===== config.mk =====
export PLATFORM = sky130hd
export DESIGN_NAME = commit_gate_regs
export DESIGN_NICKNAME = d
export VERILOG_FILES = /design/src/rtl/cgr_pkg.sv /design/src/rtl/cgr_lock_unit.sv /design/src/rtl/cgr_commit_reg.sv /design/src/rtl/cgr_masked_reg.sv /design/src/rtl/commit_gate_regs.sv
export SDC_FILE = /design/constraint.sdc
export NUM_CORES = 1
export LEC_CHECK = 0
export BUFFER_PORTS_ARGS = -buffer_cell sky130_fd_sc_hd__buf_2
export CORE_MARGIN = 3
export CORE_UTILIZATION = 38
export CTS_CLUSTER_DIAMETER = 50
export CTS_CLUSTER_SIZE = 10
export DETAILED_ROUTE_END_ITERATION = 10
export GPL_ROUTABILITY_DRIVEN = 0
export PLACE_DENSITY_LB_ADDON = 0.12
export SYNTH_ARGS = -nofsm -noshare
export SYNTH_HDL_FRONTEND = slang
export SYNTH_SLANG_ARGS = --single-unit

===== constraint.sdc =====
create_clock -name clk -period 1.2 [get_ports clk]
set_clock_uncertainty 0.05 [all_clocks]
set_input_delay 0.24 -clock clk [delete_from_list [all_inputs] [get_ports clk]]
set_output_delay 0.24 -clock clk [all_outputs]
set_load 0.02 [all_outputs]

===== src/rtl/cgr_pkg.sv =====
package cgr_pkg;

    localparam logic [31:0] CGR_KEY        = 32'h0ACC_E551;
    localparam logic [11:0] CGR_SEL_OFS    = 12'h420;
    localparam logic [11:0] CGR_LOCK_OFS   = 12'h520;
    localparam logic [11:0] CGR_COMMIT_OFS = 12'h524;

    typedef enum logic [1:0] {
        HIT_NONE   = 2'd0,
        HIT_SEL    = 2'd1,
        HIT_LOCK   = 2'd2,
        HIT_COMMIT = 2'd3
    } cgr_hit_e;

    typedef struct packed {
        logic locked;
    } cgr_lock_st_t;

endpackage


===== src/rtl/cgr_lock_unit.sv =====
module cgr_lock_unit import cgr_pkg::*; #(
    parameter int               DATA_W     = 32,
    parameter logic [DATA_W-1:0] UNLOCK_KEY = CGR_KEY
) (
    input  logic              clk,
    input  logic              rst_n,
    input  logic              wr_hit,
    input  logic [DATA_W-1:0] wdata,
    output logic              locked
);

    cgr_lock_st_t st_d;
    cgr_lock_st_t st_q;
    logic         key_match;

    // Full-width equality, so a single wrong bit keeps the unit locked.
    assign key_match = (wdata == UNLOCK_KEY);

    always_comb begin
        st_d = st_q;
        if (wr_hit) begin
            st_d.locked = ~key_match;
        end
    end

    always_ff @(posedge clk or negedge rst_n) begin
        if (!rst_n) begin
            st_q.locked <= 1'b1;
        end else begin
            st_q <= st_d;
        end
    end

    assign locked = st_q.locked;

endmodule


===== src/rtl/cgr_commit_reg.sv =====
module cgr_commit_reg #(
    parameter int SEL_W = 8
) (
    input  logic             clk,
    input  logic             rst_n,
    input  logic             wr_hit,
    input  logic             locked,
    input  logic [SEL_W-1:0] wdata,
    output logic [SEL_W-1:0] commit
);

    typedef struct packed {
        logic [SEL_W-1:0] mask;
    } commit_st_t;

    commit_st_t st_d;
    commit_st_t st_q;

    always_comb begin
        st_d = st_q;
        // A locked unit drops the write without any response.
        if (wr_hit && !locked) begin
            st_d.mask = wdata;
        end
    end

    always_ff @(posedge clk or negedge rst_n) begin
        if (!rst_n) begin
            st_q.mask <= '1;
        end else begin
            st_q <= st_d;
        end
    end

    assign commit = st_q.mask;

endmodule


===== src/rtl/cgr_masked_reg.sv =====
module cgr_masked_reg #(
    parameter int SEL_W = 8
) (
    input  logic             clk,
    input  logic             rst_n,
    input  logic             wr_hit,
    input  logic [SEL_W-1:0] commit,
    input  logic [SEL_W-1:0] wdata,
    output logic [SEL_W-1:0] sel
);

    typedef struct packed {
        logic [SEL_W-1:0] bits;
    } sel_st_t;

    sel_st_t          st_d;
    sel_st_t          st_q;
    logic [SEL_W-1:0] bit_nxt;

    // One write-enable cell per select bit.
    for (genvar i = 0; i < SEL_W; i++) begin : g_bit
        assign bit_nxt[i] = (wr_hit && commit[i]) ? wdata[i] : st_q.bits[i];
    end

    always_comb begin
        st_d      = st_q;
        st_d.bits = bit_nxt;
    end

    always_ff @(posedge clk or negedge rst_n) begin
        if (!rst_n) begin
            st_q.bits <= '0;
        end else begin
            st_q <= st_d;
        end
    end

    assign sel = st_q.bits;

endmodule


===== src/rtl/commit_gate_regs.sv =====
module commit_gate_regs import cgr_pkg::*; #(
    parameter int                ADDR_W     = 12,
    parameter int                DATA_W     = 32,
    parameter int                SEL_W      = 8,
    parameter logic [ADDR_W-1:0] SEL_OFS    = CGR_SEL_OFS,
    parameter logic [ADDR_W-1:0] LOCK_OFS   = CGR_LOCK_OFS,
    parameter logic [ADDR_W-1:0] COMMIT_OFS = CGR_COMMIT_OFS,
    parameter logic [DATA_W-1:0] UNLOCK_KEY = CGR_KEY
) (
    input  logic              clk,
    input  logic              rst_n,
    input  logic              bus_wr,
    input  logic              bus_rd,
    input  logic [ADDR_W-1:0] bus_addr,
    input  logic [DATA_W-1:0] bus_wdata,
    output logic [DATA_W-1:0] bus_rdata,
    output logic [SEL_W-1:0]  alt_sel
);

    localparam int PAD_W = DATA_W - SEL_W;

    typedef struct packed {
        logic [DATA_W-1:0] rdata;
    } rd_st_t;

    cgr_hit_e          hit;
    logic              lock_state;
    logic [SEL_W-1:0]  commit_mask;
    logic [SEL_W-1:0]  sel_value;
    logic [DATA_W-1:0] rd_value;
    rd_st_t            rd_d;
    rd_st_t            rd_q;

    // Address decode, full match on every offset bit.
    always_comb begin
        if (bus_addr == SEL_OFS) begin
            hit = HIT_SEL;
        end else if (bus_addr == LOCK_OFS) begin
            hit = HIT_LOCK;
        end else if (bus_addr == COMMIT_OFS) begin
            hit = HIT_COMMIT;
        end else begin
            hit = HIT_NONE;
        end
    end

    cgr_lock_unit #(
        .DATA_W     (DATA_W),
        .UNLOCK_KEY (UNLOCK_KEY)
    ) u_lock (
        .clk    (clk),
        .rst_n  (rst_n),
        .wr_hit (bus_wr && (hit == HIT_LOCK)),
        .wdata  (bus_wdata),
        .locked (lock_state)
    );

    cgr_commit_reg #(
        .SEL_W (SEL_W)
    ) u_commit (
        .clk    (clk),
        .rst_n  (rst_n),
        .wr_hit (bus_wr && (hit == HIT_COMMIT)),
        .locked (lock_state),
        .wdata  (bus_wdata[SEL_W-1:0]),
        .commit (commit_mask)
    );

    cgr_masked_reg #(
        .SEL_W (SEL_W)
    ) u_sel (
        .clk    (clk),
        .rst_n  (rst_n),
        .wr_hit (bus_wr && (hit == HIT_SEL)),
        .commit (commit_mask),
        .wdata  (bus_wdata[SEL_W-1:0]),
        .sel    (sel_value)
    );

    // Readback selection; the lock word reports 1 while locked.
    always_comb begin
        case (hit)
            HIT_SEL:    rd_value = {{PAD_W{1'b0}}, sel_value};
            HIT_COMMIT: rd_value = {{PAD_W{1'b0}}, commit_mask};
            HIT_LOCK:   rd_value = {{(DATA_W-1){1'b0}}, lock_state};
            default:    rd_value = '0;
        endcase
    end

    always_comb begin
        rd_d       = rd_q;
        rd_d.rdata = bus_rd ? rd_value : '0;
    end

    always_ff @(posedge clk or negedge rst_n) begin
        if (!rst_n) begin
            rd_q.rdata <= '0;
        end else begin
            rd_q <= rd_d;
        end
    end

    assign bus_rdata = rd_q.rdata;
    assign alt_sel   = sel_value;

endmodule


-- After elaboration in Yosys (flattened, before gate mapping)
Index checks and enable logic that the tools add are counted.
- reductions and logical operators: 13
- equality and inequality tests: 7
- bitwise logic cells: 1
- multiplexer cells: 5
- operators by type and width (kind ; number):
    equality test 12 x 11 -> 1 bit (second input constant) ; 3
    equality test 32 x 28 -> 1 bit (second input constant) ; 1
    two-way mux 32 bit ; 1
    case mux 8 bit (3 select lines) ; 1
    logical AND 1 bit ; 12
    two-way mux 2 bit ; 3
    equality test 2 bit (second input constant) ; 2
    equality test 2 x 1 -> 1 bit (second input constant) ; 1
    logical NOT 1 bit ; 1
    NOT 1 bit ; 1
- flip-flop bits (word level): 49
- word-level logic and storage cells: 37
- output and inout port bits: 40
- input port bits: 48

-- Logic depth before layout (Yosys ltp)
Gate-level depths: netlist of the first run.
- depth in word-level cells: 7
- depth in mapped cells: 6
- depth with buffers taken out: 4

-- By module
A second synthesis of the first run with hierarchy kept.
- cells, all modules: 121
- area, all modules: 1460.2 µm²
- by module, submodules not included (module ; cells each ; area an instance (µm²) ; instances ; seq. area each (µm²)):
    commit_gate_regs ; 64 ; 613.1 ; 1 ; 200.2
    cgr_masked_reg ; 25 ; 361.6 ; 1 ; 200.2
    cgr_commit_reg ; 18 ; 355.3 ; 1 ; 210.2
    cgr_lock_unit ; 14 ; 130.1 ; 1 ; 26.3

-- Worst setup path after synthesis of the first run
Ideal clock, no wire load.
- kind: input -> register
- start: in bus_addr[3]
- end: reg u_commit.st_q, in the netlist u_commit.commit[0]
- library setup time: 0.082 ns
- setup slack: -0.398 ns
- cell stages on the path: 6
- data arrival time: 1.465 ns
- data required time: 1.068 ns
- path buffers: 2
- cells stage by stage: nor4b_2 > and4_1 > buf_6 > and3b_1 > buf_6 > mux2_4
- longest elaborated chain between the ends: 7
- elaborated cells between the ends (all ways): 9
- classes of those cells: eq/ne: 4; mux: 3; reduce/logical: 2
- RTL lines (item ; RTL line ; RTL):
    start: declaration ; commit_gate_regs.sv:14 ; input logic [ADDR_W-1:0] bus_addr,
    equality test 12 x 11 -> 1 bit ; commit_gate_regs.sv:40 ; end else if (bus_addr == COMMIT_OFS) begin
    two-way mux 2 bit ; commit_gate_regs.sv:40 ;
    two-way mux 2 bit ; commit_gate_regs.sv:38 ; end else if (bus_addr == LOCK_OFS) begin
    two-way mux 2 bit (*) ; commit_gate_regs.sv:36 ; if (bus_addr == SEL_OFS) begin
    equality test 2 bit (*) ; commit_gate_regs.sv:63 ; .wr_hit (bus_wr && (hit == HIT_COMMIT)),
    logical AND 1 bit (*) ; commit_gate_regs.sv:63 ;
    logical AND 1 bit (*) ; cgr_commit_reg.sv:22 ; if (wr_hit && !locked) begin
    end signal: assignment ; cgr_commit_reg.sv:31 ; st_q <= st_d;
    end: declaration ; cgr_commit_reg.sv:17 ; commit_st_t st_q;
Mark *: on every way between the ends. The rest lies on a longest branch, timed or not.
A chain may end at the register's enable or synchronous reset.

-- Final worst setup path of the first run
- start: reg u_lock.locked (netlist name)
- end: reg u_commit.st_q, in the netlist u_commit.commit[2]
- longest elaborated chain between the ends: 2
- RTL lines (item ; RTL line):
    logical NOT 1 bit ; cgr_commit_reg.sv:22
    logical AND 1 bit ; cgr_commit_reg.sv:22
Every way passes these cells.

==> reports/results.md, run 1 <==
## STA
* unrepaired setup endpoints after global routing: yes
* shortest clock period the worst path allows after layout: 1.305 ns
* final worst path period share: 108.8%
* Max transition margin: 63.08%
* final hold violation count: 0
* Slew Viols, Final: 0
* Tightest Pin Transition: 0.5537 ns
* Max Freq: 0.7661 GHz
* Setup Viol. Count Final: 17
* total negative slack for setup checks: -1.140 ns
* final critical-path setup slack: -0.1053 ns

## Synthesis
* Mapped Avg Cell Area: 11.70 um^2
* Cell Area, Synth: 1380 um^2
* leading cell types by total area after synthesis: sky130_fd_sc_hd__dfrtp_1 (29%), sky130_fd_sc_hd__dfstp_2 (17%), sky130_fd_sc_hd__buf_4 (13%)
* number of distinct library cells after synthesis: 25
* cell count after synthesis: 118
* Seq/Total Area, Yosys: 46.15%
* warnings from Yosys: 0
* dominant cell type by area after synthesis: sky130_fd_sc_hd__dfrtp_1
* post-synthesis sequential element count: 25
* area fraction of the dominant cell type after synthesis: 29.01%

## Min path
* hold crit path type: in2reg
* number of cells on the worst hold path: 3

## Clock tree
* Max Buffers Root-to-Sink: 2
* Sinks on Clock Net: 25
* Clk Tree Root Cell: sky130_fd_sc_hd__clkbuf_4
* Clk Latency, worst-skew pair: 0.31 ns
* number of levels in the clock H-tree: 1
* cts bufs inserted: 3
* clock tree from TritonCTS: built
* Clock Pin Slew Worst Setup and Hold Paths: 0.14 ns

## Pwr
* net switching share of the total power: 26.74%
* clock network power share: 25.5%
* cell internal pwr: 1.088 mW
* Reg power frac: 57.1%
* Combinational Power Share: 17.4%
* Sw Pwr: 0.3971 mW
* Power Dens Cells: 763.3 nW/um^2
* static leakage: 1.000 nW
* largest vdd supply drop: 0.4118 mV

## Finish
* area used by sequential logic in the layout: 636.9 um^2
* Nets: 253
* number of inserted diodes: 0
* total of fill cells in the finished design: 305
* number of non-filler instances in the completed layout: 250
* share of cells above drive strength 1: 59.31%
* area delta synth->final: 40.98%
* total area of multi-input combinational cells: 669.4 um^2

## Worst setup path
* critical path class: reg2reg
* list of cells traversed by the critical path: and3b_2 -> buf_6 -> mux2_4
* slowest stage cell, crit path: sky130_fd_sc_hd__dfstp_2
* Max stage delay on crit path: 0.55 ns
* worst path required time: 1.40 ns
* Crit Path Max Fanout: 4
* startpoint types: flip-flop
* critical path arrival: 1.51 ns
* type of destination of the critical path: flip-flop
* Register-to-Register Path Depth: 3

## Placement
* DP HPWL: 2.584 mm
* total of buffers placed on input and output ports: 63
* Cell Count Post-Placement: 241

## Die
* die height: 66.27 um
* core outline area: 3416 um^2
* effective utilization at floorplan: 40.40%
* x dimension of the die: 66.27 um
* cell row count: 21
* DIE AREA: 4391 um^2
* number of ports placed on the die boundary: 88

## Route
* post-detailed-route wirelength per cell: 13.03 um
* antenna-violating nets left: 0
* length of the first detailed-routing pass in iterations: 5
* number of vias per cell: 4.576
* Total Wirelength: 3.257 mm
* drc violations: 0
* violation count after the first detailed-route iteration: 36
* vias post-DR: 1144

## Flow run
* max-capacitance violation count: 0

## Global routing
* number of global-route vias before repair: 1092
* total overflow reported by the global router: 0
* GRT Resource Usage Total: 14.78%
* initial antenna violation count: 0
* first-pass GRT wire length: 4.981 mm
* pin count of the biggest net entering global routing: 26

## Run status
* run status: finished, violations left
* violated checks: setup timing

## state kept, by name, summed over array words and instances (netlist names)
name and cells:
bus_rdata 8, u_lock.locked 1, u_sel.sel 8, u_commit.commit 8
## cells by family after synthesis
| family | synth area share (%) |
|---|---|
| AOI/OAI and AO/OA | 4.170 |
| buffers and inverters | 15.23 |
| DFF | 46.15 |
| muxes | 16.77 |
| other | 0.2717 |
| and+or+nand+nor | 17.41 |
## cell usage in the layout (no fill, tap or decap), types with 2 or more instances in the layout
cell	synthesis	final
sky130_fd_sc_hd__a22oi_1	7	7
sky130_fd_sc_hd__buf_2	0	55
sky130_fd_sc_hd__buf_4	24	21
sky130_fd_sc_hd__buf_6	2	10
sky130_fd_sc_hd__clkbuf_4	0	3
sky130_fd_sc_hd__conb_1	1	24
sky130_fd_sc_hd__dfrtp_1	16	16
sky130_fd_sc_hd__dfstp_2	9	9
sky130_fd_sc_hd__mux2_2	9	8
sky130_fd_sc_hd__mux2_4	8	9
sky130_fd_sc_hd__nand3_1	8	8
sky130_fd_sc_hd__nand4_1	3	3
sky130_fd_sc_hd__nor2_1	12	12
sky130_fd_sc_hd__nor4b_4	0	2
sky130_fd_sc_hd__nor4bb_1	4	2
## per-stage QoR
stage          util (%)  setup slack, ns  power, mW  instance area, um^2  hold WS (ns)
2_1_floorplan         -          -0.3803      1.021                 1488       -0.1056
3_3_place_gp      52.49          -0.4484      1.102                 1793        0.2115
3_5_place_dp      52.49          -0.4719      1.105                 1793        0.2157
4_1_cts           55.02          -0.1082      1.491                 1879        0.2010
5_1_grt           56.96          -0.1323      1.555                 1946        0.1997
6_report          56.96          -0.1053      1.485                 1946        0.2092
## area by class of cell
class                   count  area share, %
multi-input cells          88          34.41
flip-flops and latches     25          32.73
repair buffers             87          28.55
well taps                  46          2.958
clock buffers               4          1.350
## power by group through the flow
stage          sequential, mW  combinational, mW  clock (mW)
6_report                0.848              0.258       0.379
5_1_grt                 0.848              0.281       0.425
4_1_cts                 0.848              0.256       0.387
3_5_place_dp            0.862              0.243           0
3_3_place_gp            0.862              0.240           0
2_1_floorplan           0.862              0.158           0
## synth_stat cells
cell                       number
sky130_fd_sc_hd__a21oi_1        1
sky130_fd_sc_hd__a22oi_1        7
sky130_fd_sc_hd__and2_1         1
sky130_fd_sc_hd__and3b_1        1
sky130_fd_sc_hd__and4_1         1
sky130_fd_sc_hd__and4b_1        1
sky130_fd_sc_hd__buf_4         24
sky130_fd_sc_hd__buf_6          2
sky130_fd_sc_hd__clkbuf_1       2
sky130_fd_sc_hd__conb_1         1
sky130_fd_sc_hd__dfrtp_1       16
sky130_fd_sc_hd__dfstp_2        9
sky130_fd_sc_hd__mux2_2         9
sky130_fd_sc_hd__mux2_4         8
sky130_fd_sc_hd__mux2i_1        1
sky130_fd_sc_hd__nand2_1        1
sky130_fd_sc_hd__nand3_1        8
sky130_fd_sc_hd__nand3b_1       1
sky130_fd_sc_hd__nand4_1        3
sky130_fd_sc_hd__nor2_1        12
sky130_fd_sc_hd__nor4_1         1
sky130_fd_sc_hd__nor4b_1        1
sky130_fd_sc_hd__nor4b_2        2
sky130_fd_sc_hd__nor4bb_1       4
sky130_fd_sc_hd__or3_1          1
## worst max-delay path: cells and delay by family (launching register included)
kind / cells / cell delay, ns
AND/OR/NAND/NOR: 1 / 0.22
flip-flops: 1 / 0.55
multiplexers: 1 / 0.29
buffers and inverters: 1 / 0.14
## worst paths after layout
check / startpoint / endpoint / slack [ns]
max: u_lock.locked / u_commit.commit[2] / -0.11
min: bus_wdata[4] / u_commit.commit[4] / 0.21
max reg2reg: u_lock.locked / u_commit.commit[2] / -0.11
min reg2reg: u_sel.sel[2] / u_sel.sel[2] / 0.53
max in group asynchronous: rst_n / u_commit.commit[2] / 0.35
min in group asynchronous: rst_n / bus_rdata[3] / 0.38
## per-layer routing
metal | vias up | track usage, % | wire, um
li1 | 543 | - | -
met1 | 551 | 16.91 | 1254
met2 | 48 | 27.88 | 1756
met3 | 2 | 2.551 | 221
met4 | 0 | 3.807 | 25
met5 | - | 0 | 0
## timing repair
| item | CTS | global route |
|---|---|---|
| gates resized for setup | 8 | 13 |
| endpoints found under the hold margin | 16 | 0 |
| hold buffers | 1 | 0 |
| pin swaps | 3 | 2 |
| setup endpoints to repair | 18 | 26 |
| buffers inserted | 1 | 3 |
No activity file was read; power rests on OpenSTA's default activity.
==> inputs of run 2 (changes only) <==
Settings changed: CORE_UTILIZATION 38 to 39, SYNTH_HIERARCHICAL from default to 1.
==> run 2 against run 1 <==
Compared with the run above:
- the run still ends with setup timing left
- flip-flop and latch count did not move
- synthesized area rose by 5.8%
- core utilization fell by 0.54 points
- clock-buffer cell count fell by 1
- register-to-register slack improved by 0.14 ns
- largest cell class unchanged
- largest power group unchanged
==> reports/results.md, run 2 <==
## STA
* total negative slack for setup checks: -3.622 ns, -2.482 ns
* Max transition margin: 64.42%, +1.3 points
* unrepaired setup endpoints after global routing: yes
* minimum hold slack: 0.1855 ns, -0.02377 ns
* final hold violation count: 0, unchanged
* Max Freq: 0.6854 GHz, -11%
* final worst path period share: 121.6%, +13 points
* Setup Viol. Count Final: 17, unchanged
* Slew Viols, Final: 0, unchanged
* shortest clock period the worst path allows after layout: 1.459 ns, +0.1536 ns
* final critical-path setup slack: -0.2589 ns, -0.1536 ns
* Tightest Pin Transition: 0.5337 ns, -0.02001 ns

## Die
* DIE AREA: 4515 um^2, +2.8%
* number of ports placed on the die boundary: 88, unchanged
* die height: 67.19 um, +1.4%
* effective utilization at floorplan: 42.10%, +1.7 points
* cell row count: 21, unchanged
* x dimension of the die: 67.19 um, +1.4%
* core outline area: 3468 um^2, +1.5%

## Synthesis
* adder and majority gate portion of the synthesized area: 0%, unchanged
* multiplexer share of the synthesized area: 17.14%, +0.37 points
* number of distinct library cells after synthesis: 29, +16%
* dominant cell type by area after synthesis: sky130_fd_sc_hd__dfrtp_1
* Mapped Avg Cell Area: 12.07 um^2, +3.2%
* Seq/Total Area, Yosys: 43.62%, -2.5 points
* cell count after synthesis: 121, +2.5%
* leading cell type by number of instances after synthesis: sky130_fd_sc_hd__buf_4
* largest family of logic cells by synthesized area: simple AND/OR/NAND/NOR gates
* Compound-Gate Fraction of Synth Area: 4.627%, +0.46 points
* area fraction of the dominant cell type after synthesis: 27.42%, -1.6 points
* ranking of synthesized cells by instance count: sky130_fd_sc_hd__buf_4 (24), sky130_fd_sc_hd__dfrtp_1 (16), sky130_fd_sc_hd__mux2_4 (16)
* post-synthesis sequential element count: 25, unchanged
* warnings from Yosys: 6, +6
* Cell Area, Synth: 1460 um^2, +5.8%
* most frequently used flop master after synthesis: sky130_fd_sc_hd__dfrtp_1
* proportion of synthesized flip-flops having asynchronous set or reset: 100.0%, unchanged
* XOR/XNOR Fraction of Synth Area: 0%, unchanged
* leading cell types by total area after synthesis: sky130_fd_sc_hd__dfrtp_1 (27%), sky130_fd_sc_hd__mux2_4 (16%), sky130_fd_sc_hd__dfstp_2 (16%)
* fraction of the mapped netlist area in simple logic gates: 20.14%, +2.7 points
* Post-synth EDFFs: 0, unchanged

## Min path
* min-delay src: bus_wdata[4]
* hold crit path type: in2reg

## Clock tree
* number of levels in the clock H-tree: 1, unchanged
* clock tree from TritonCTS: built
* buffer count from post-CTS setup fixing: 0, -1
* Sinks on Clock Net: 25, unchanged
* cts bufs inserted: 3, unchanged
* Clock Pin Slew Worst Setup and Hold Paths: 0.09 ns, -0.05 ns
* Clk Latency, worst-skew pair: 0.26 ns, -0.05 ns
* Max Buffers Root-to-Sink: 2, unchanged
* Clk Tree Root Cell: sky130_fd_sc_hd__clkbuf_8

## Worst setup path
* worst r2r src: u_lock/locked
* launching element of the worst setup path: bus_addr[11]
* critical path arrival: 1.55 ns, +0.04 ns
* type of destination of the critical path: flip-flop
* Max stage delay on crit path: 0.30 ns, -0.25 ns
* list of cells traversed by the critical path: buf_6 -> nor4_4 -> nand4_2 -> nor3_2 -> buf_6 -> nand2_2 -> mux2_4
* count of buffering cells on the critical path with inverters included: 2, +1
* startpoint types: input port
* slowest stage cell, crit path: sky130_fd_sc_hd__nor4_4
* worst path required time: 1.29 ns, -0.11 ns
* Crit Path Max Fanout: 8, +4
* family with the most delay on the worst path: simple AND/OR/NAND/NOR gates
* most numerous cell on the critical path: sky130_fd_sc_hd__buf_6
* critical path class: in2reg

## Finish
* Nets: 246, -2.8%
* design area: 1957 um^2, +0.58%
* most used cells in the layout excluding fill and tap cells: sky130_fd_sc_hd__buf_2 (61), sky130_fd_sc_hd__conb_1 (24), sky130_fd_sc_hd__dfrtp_1 (16), sky130_fd_sc_hd__mux2_4 (16), sky130_fd_sc_hd__buf_4 (10)
* total area of multi-input combinational cells: 772.0 um^2, +15%
* number of inserted diodes: 0, unchanged
* number of non-filler instances in the completed layout: 243, -2.8%
* area delta synth->final: 34.02%
* share of cells above drive strength 1: 60.91%, +1.6 points
* area used by sequential logic in the layout: 636.9 um^2, unchanged
* total of fill cells in the finished design: 314, +3.0%
* Core Util, Final: 56.42%, -0.54 points
* most common library cell in the layout ignoring fill and taps: sky130_fd_sc_hd__buf_2

## Placement
* DP HPWL: 2.588 mm, +0.14%
* total of buffers placed on input and output ports: 63, unchanged
* placed inst area: 1836 um^2, +2.4%
* Setup Slack @ Placement: -0.5898 ns, -0.1179 ns
* Cell Count Post-Placement: 238, -1.2%

## Route
* post-detailed-route wirelength per cell: 13.17 um, +1.1%
* length of the first detailed-routing pass in iterations: 4, -1
* number of vias per cell: 4.741, +3.6%
* drc violations: 0, unchanged
* Total Wirelength: 3.201 mm, -1.7%
* violation count after the first detailed-route iteration: 42, +17%
* antenna-violating nets left: 0, unchanged
* vias post-DR: 1152, +0.70%

## Global routing
* total overflow reported by the global router: 0, unchanged
* number of global-route vias before repair: 1156, +5.9%
* first-pass GRT wire length: 5.057 mm, +1.5%
* pin count of the biggest net entering global routing: 26, unchanged
* initial antenna violation count: 0, unchanged
* GRT Resource Usage Total: 14.69%, -0.097 points

## Run status
* violated checks: setup timing
* run status: finished, violations left

## Pwr
* largest vdd supply drop: 0.3780 mV, -8.2%
* Power Dens Cells: 800.4 nW/um^2, +4.9%
* total power draw: 1.566 mW, +5.5%
* static leakage: 1.063 nW, +6.2%

## Flow run
* max-capacitance violation count: 0, unchanged

==> run 2: cell types whose count changed after synthesis, sizes merged, moves of 2 or more <==
cell and delta:
nor3b +2, nand4b +2, nor3 +9, nand2 +9, nor4bb -3, nand4 -2, clkbuf -2, nand3 -7
nor2 -8, nand2b +2
==> run 2: logic make-up after synthesis <==
group                  count (synthesis)
AO/OA/AOI/OAI                          9
buffers and inverters                 27
flip-flops                            25
multiplexers                          17
other                                  1
AND/OR/NAND/NOR                       42
==> run 2: what timing repair did <==
action / CTS / global route
gates resized for setup: 8 / 7
gates cloned: 0 / 0
endpoints found under the hold margin: 16 / 0
hold buffers: 1 / 0
setup endpoints to repair: 17 / 21
pin swaps: 3 / 2
==> run 2: path summary, 6_finish.rpt <==
| check | to | slack, ns | depth (start not counted) |
|---|---|---|---|
| max | u_sel/sel[2] | -0.26 | 7 |
| min | u_commit/commit[4] | 0.19 | 2 |
| max reg2reg | u_commit/commit[0] | 0.03 | 3 |
| max in group asynchronous | u_commit/commit[3] | 0.29 | 2 |
| min in group asynchronous | bus_rdata[6] | 0.43 | 2 |
| min reg2reg | u_sel/sel[3] | 0.50 | 1 |
==> run 2: cell type report <==
type                    instances  share of cell area [%]
clock buffers                   3                   2.110
clock inverters                 1                  0.2558
multi-input cells              92                   39.45
flip-flops and latches         25                   32.54
well taps                      46                   2.941
repair buffers                 76                   22.70
==> run 2: power breakdown <==
| group | internal (mW) | switching [mW] | total [mW] |
|---|---|---|---|
| clock | 0.231 | 0.242 | 0.473 |
| sequential | 0.846 | 0.00188 | 0.848 |
| combinational | 0.0983 | 0.147 | 0.245 |
==> run 2: per-layer routing <==
layer | track usage, % | wire, um
met1 | 17.59 | 1300
met2 | 26.38 | 1622
met3 | 2.496 | 265
met4 | 5.063 | 12
met5 | 0 | 0
==> inputs of run 3 (changes only) <==
Clock period 1.2 ns to 1.3 ns, I/O delays scaled along.
==> run 3 against run 2 <==
Compared with the run above:
- the run still ends with setup timing left
- sequential power down 7.8%
- global-route usage down 0.51 points
- setup slack better by 0.10 ns
- clock-buffer cell count up 1
- design area down 1.2%
- total power down 7.7%
- first-iteration DRC count down 29%
- cell count down 1.2%
- wire length down 0.44%
- clock power down 6.8%
- critical endpoint is now u_lock/locked
- largest cell class unchanged
==> reports/results.md, run 3 (synthesized netlist as in run 2, its figures left out) <==
## Run status
* run status: finished, violations left
* violated checks: setup timing

## Die
* cell row count: 21, unchanged
* number of ports placed on the die boundary: 88, unchanged
* effective utilization at floorplan: 42.10%, unchanged
* x dimension of the die: 67.19 um, unchanged
* die height: 67.19 um, unchanged
* core outline area: 3468 um^2, unchanged
* DIE AREA: 4515 um^2, unchanged

## Route
* vias post-DR: 1117, -3.0%
* violation count after the first detailed-route iteration: 30, -29%
* number of vias per cell: 4.654, -1.8%
* Total Wirelength: 3.187 mm, -0.44%
* post-detailed-route wirelength per cell: 13.28 um, +0.81%
* antenna-violating nets left: 0, unchanged
* drc violations: 0, unchanged
* length of the first detailed-routing pass in iterations: 4, unchanged

## Min path
* number of cells on the worst hold path: 2, unchanged
* hold crit path type: in2reg

## Global routing
* grt met3 use: 0.9983%, -1.5 points
* total overflow reported by the global router: 0, unchanged
* most used routing layer: met2
* first-pass GRT wire length: 4.878 mm, -3.5%
* met2 Track Usage GR: 26.26%, -0.12 points
* GRT Resource Usage Total: 14.18%, -0.51 points
* number of global-route vias before repair: 1063, -8.0%
* global routing usage on met1: 17.62%, +0.031 points
* pin count of the biggest net entering global routing: 26, unchanged
* initial antenna violation count: 0, unchanged

## STA
* Setup Viol. Count Final: 17, unchanged
* shortest clock period the worst path allows after layout: 1.457 ns
* Max transition margin: 65.08%, +0.66 points
* final worst path period share: 112.1%
* total negative slack for setup checks: -2.320 ns, +1.302 ns
* Slew Viols, Final: 0, unchanged
* unrepaired setup endpoints after global routing: yes
* Max Freq: 0.6862 GHz
* final critical-path setup slack: -0.1572 ns, +0.1017 ns
* final hold violation count: 0, unchanged
* minimum hold slack: 0.2053 ns, +0.01979 ns
* Tightest Pin Transition: 0.5238 ns, -0.009879 ns

## Clock tree
* Max Buffers Root-to-Sink: 2, unchanged
* Clk Latency, worst-skew pair: 0.26 ns, about the same
* cts bufs inserted: 3, unchanged
* Sinks on Clock Net: 25, unchanged
* Clk Tree Root Cell: sky130_fd_sc_hd__clkbuf_8
* Clock Pin Slew Worst Setup and Hold Paths: 0.08 ns, about the same
* clock tree from TritonCTS: built
* number of levels in the clock H-tree: 1, unchanged

## Finish
* number of inserted diodes: 0, unchanged
* area delta synth->final: 32.39%
* most common library cell in the layout ignoring fill and taps: sky130_fd_sc_hd__buf_2
* most used cells in the layout excluding fill and tap cells: sky130_fd_sc_hd__buf_2 (61), sky130_fd_sc_hd__conb_1 (24), sky130_fd_sc_hd__dfrtp_1 (16), sky130_fd_sc_hd__mux2_4 (16), sky130_fd_sc_hd__dfstp_2 (9)
* total of fill cells in the finished design: 321, +2.2%
* share of cells above drive strength 1: 59.79%, -1.1 points
* number of non-filler instances in the completed layout: 240, -1.2%
* design area: 1933 um^2, -1.2%
* Core Util, Final: 55.74%, -0.69 points
* Nets: 243, -1.2%

## Pwr
* static leakage: 1.009 nW, -5.1%
* total power draw: 1.446 mW, -7.7%
* largest vdd supply drop: 0.5137 mV, +36%
* Power Dens Cells: 748.1 nW/um^2, -6.5%

## Worst setup path
* type of destination of the critical path: flip-flop
* critical path arrival: 1.59 ns, +0.04 ns
* startpoint types: input port
* Crit Path Max Fanout: 3, -5
* r2r setup slk: 0.14 ns, +0.11 ns
* worst path required time: 1.43 ns, +0.14 ns
* Register-to-Register Path Depth: 3, unchanged
* critical path class: in2reg

## Placement
* Setup Slack @ Placement: -0.4947 ns, +0.09510 ns
* DP HPWL: 2.600 mm, +0.47%
* placed inst area: 1805 um^2, -1.6%
* Cell Count Post-Placement: 234, -1.7%
* total of buffers placed on input and output ports: 63, unchanged

## Flow run
* max-capacitance violation count: 0, unchanged

-- run 3: area by class of cell --
cell class / instances / area [um^2] / area share [%]
Multi-Input combinational cell: 92 / 772.0 / 39.94
Sequential cell: 25 / 636.9 / 32.95
Timing Repair Buffer: 73 / 421.7 / 21.81
Tap cell: 46 / 57.56 / 2.977
Clock buffer: 4 / 45.04 / 2.330
-- run 3: final timing paths --
kind                          startpoint            endpoint
max                         bus_addr[11]       u_lock/locked
min reg2reg                u_lock/locked       u_lock/locked
min                         bus_wdata[4]  u_commit/commit[4]
max reg2reg                u_lock/locked  u_commit/commit[3]
min in group asynchronous          rst_n        bus_rdata[4]
max in group asynchronous          rst_n  u_commit/commit[0]
-- run 3: what timing repair did --
action,4_1_cts,5_1_grt
gates resized for setup,4,9
hold buffers,1,0
pin swaps,2,4
hold endpoints to repair,16,0
setup endpoints to repair,17,17
setup buffers,1,0
-- run 3: routing by layer --
layer	share of wire, %	vias up
met1	40	517
met4	0	0
li1	-	532
met2	52	68
met3	8.7	0
met5	0	-
-- run 3: where the power goes --
part	total [mW]	switching, mW	internal [mW]
sequential	0.782	0.00162	0.781
combinational	0.223	0.137	0.0859
clock	0.441	0.223	0.218
total	1.45	0.361	1.09
-- run 3: worst max-delay path: stages --
cell	delay (ns)
sky130_fd_sc_hd__buf_6	0.10
sky130_fd_sc_hd__nor4_4	0.33
sky130_fd_sc_hd__nand4_4	0.15
sky130_fd_sc_hd__nor3b_4	0.24
sky130_fd_sc_hd__nor4b_4	0.23
sky130_fd_sc_hd__and4_1	0.22
sky130_fd_sc_hd__a31oi_1	0.07
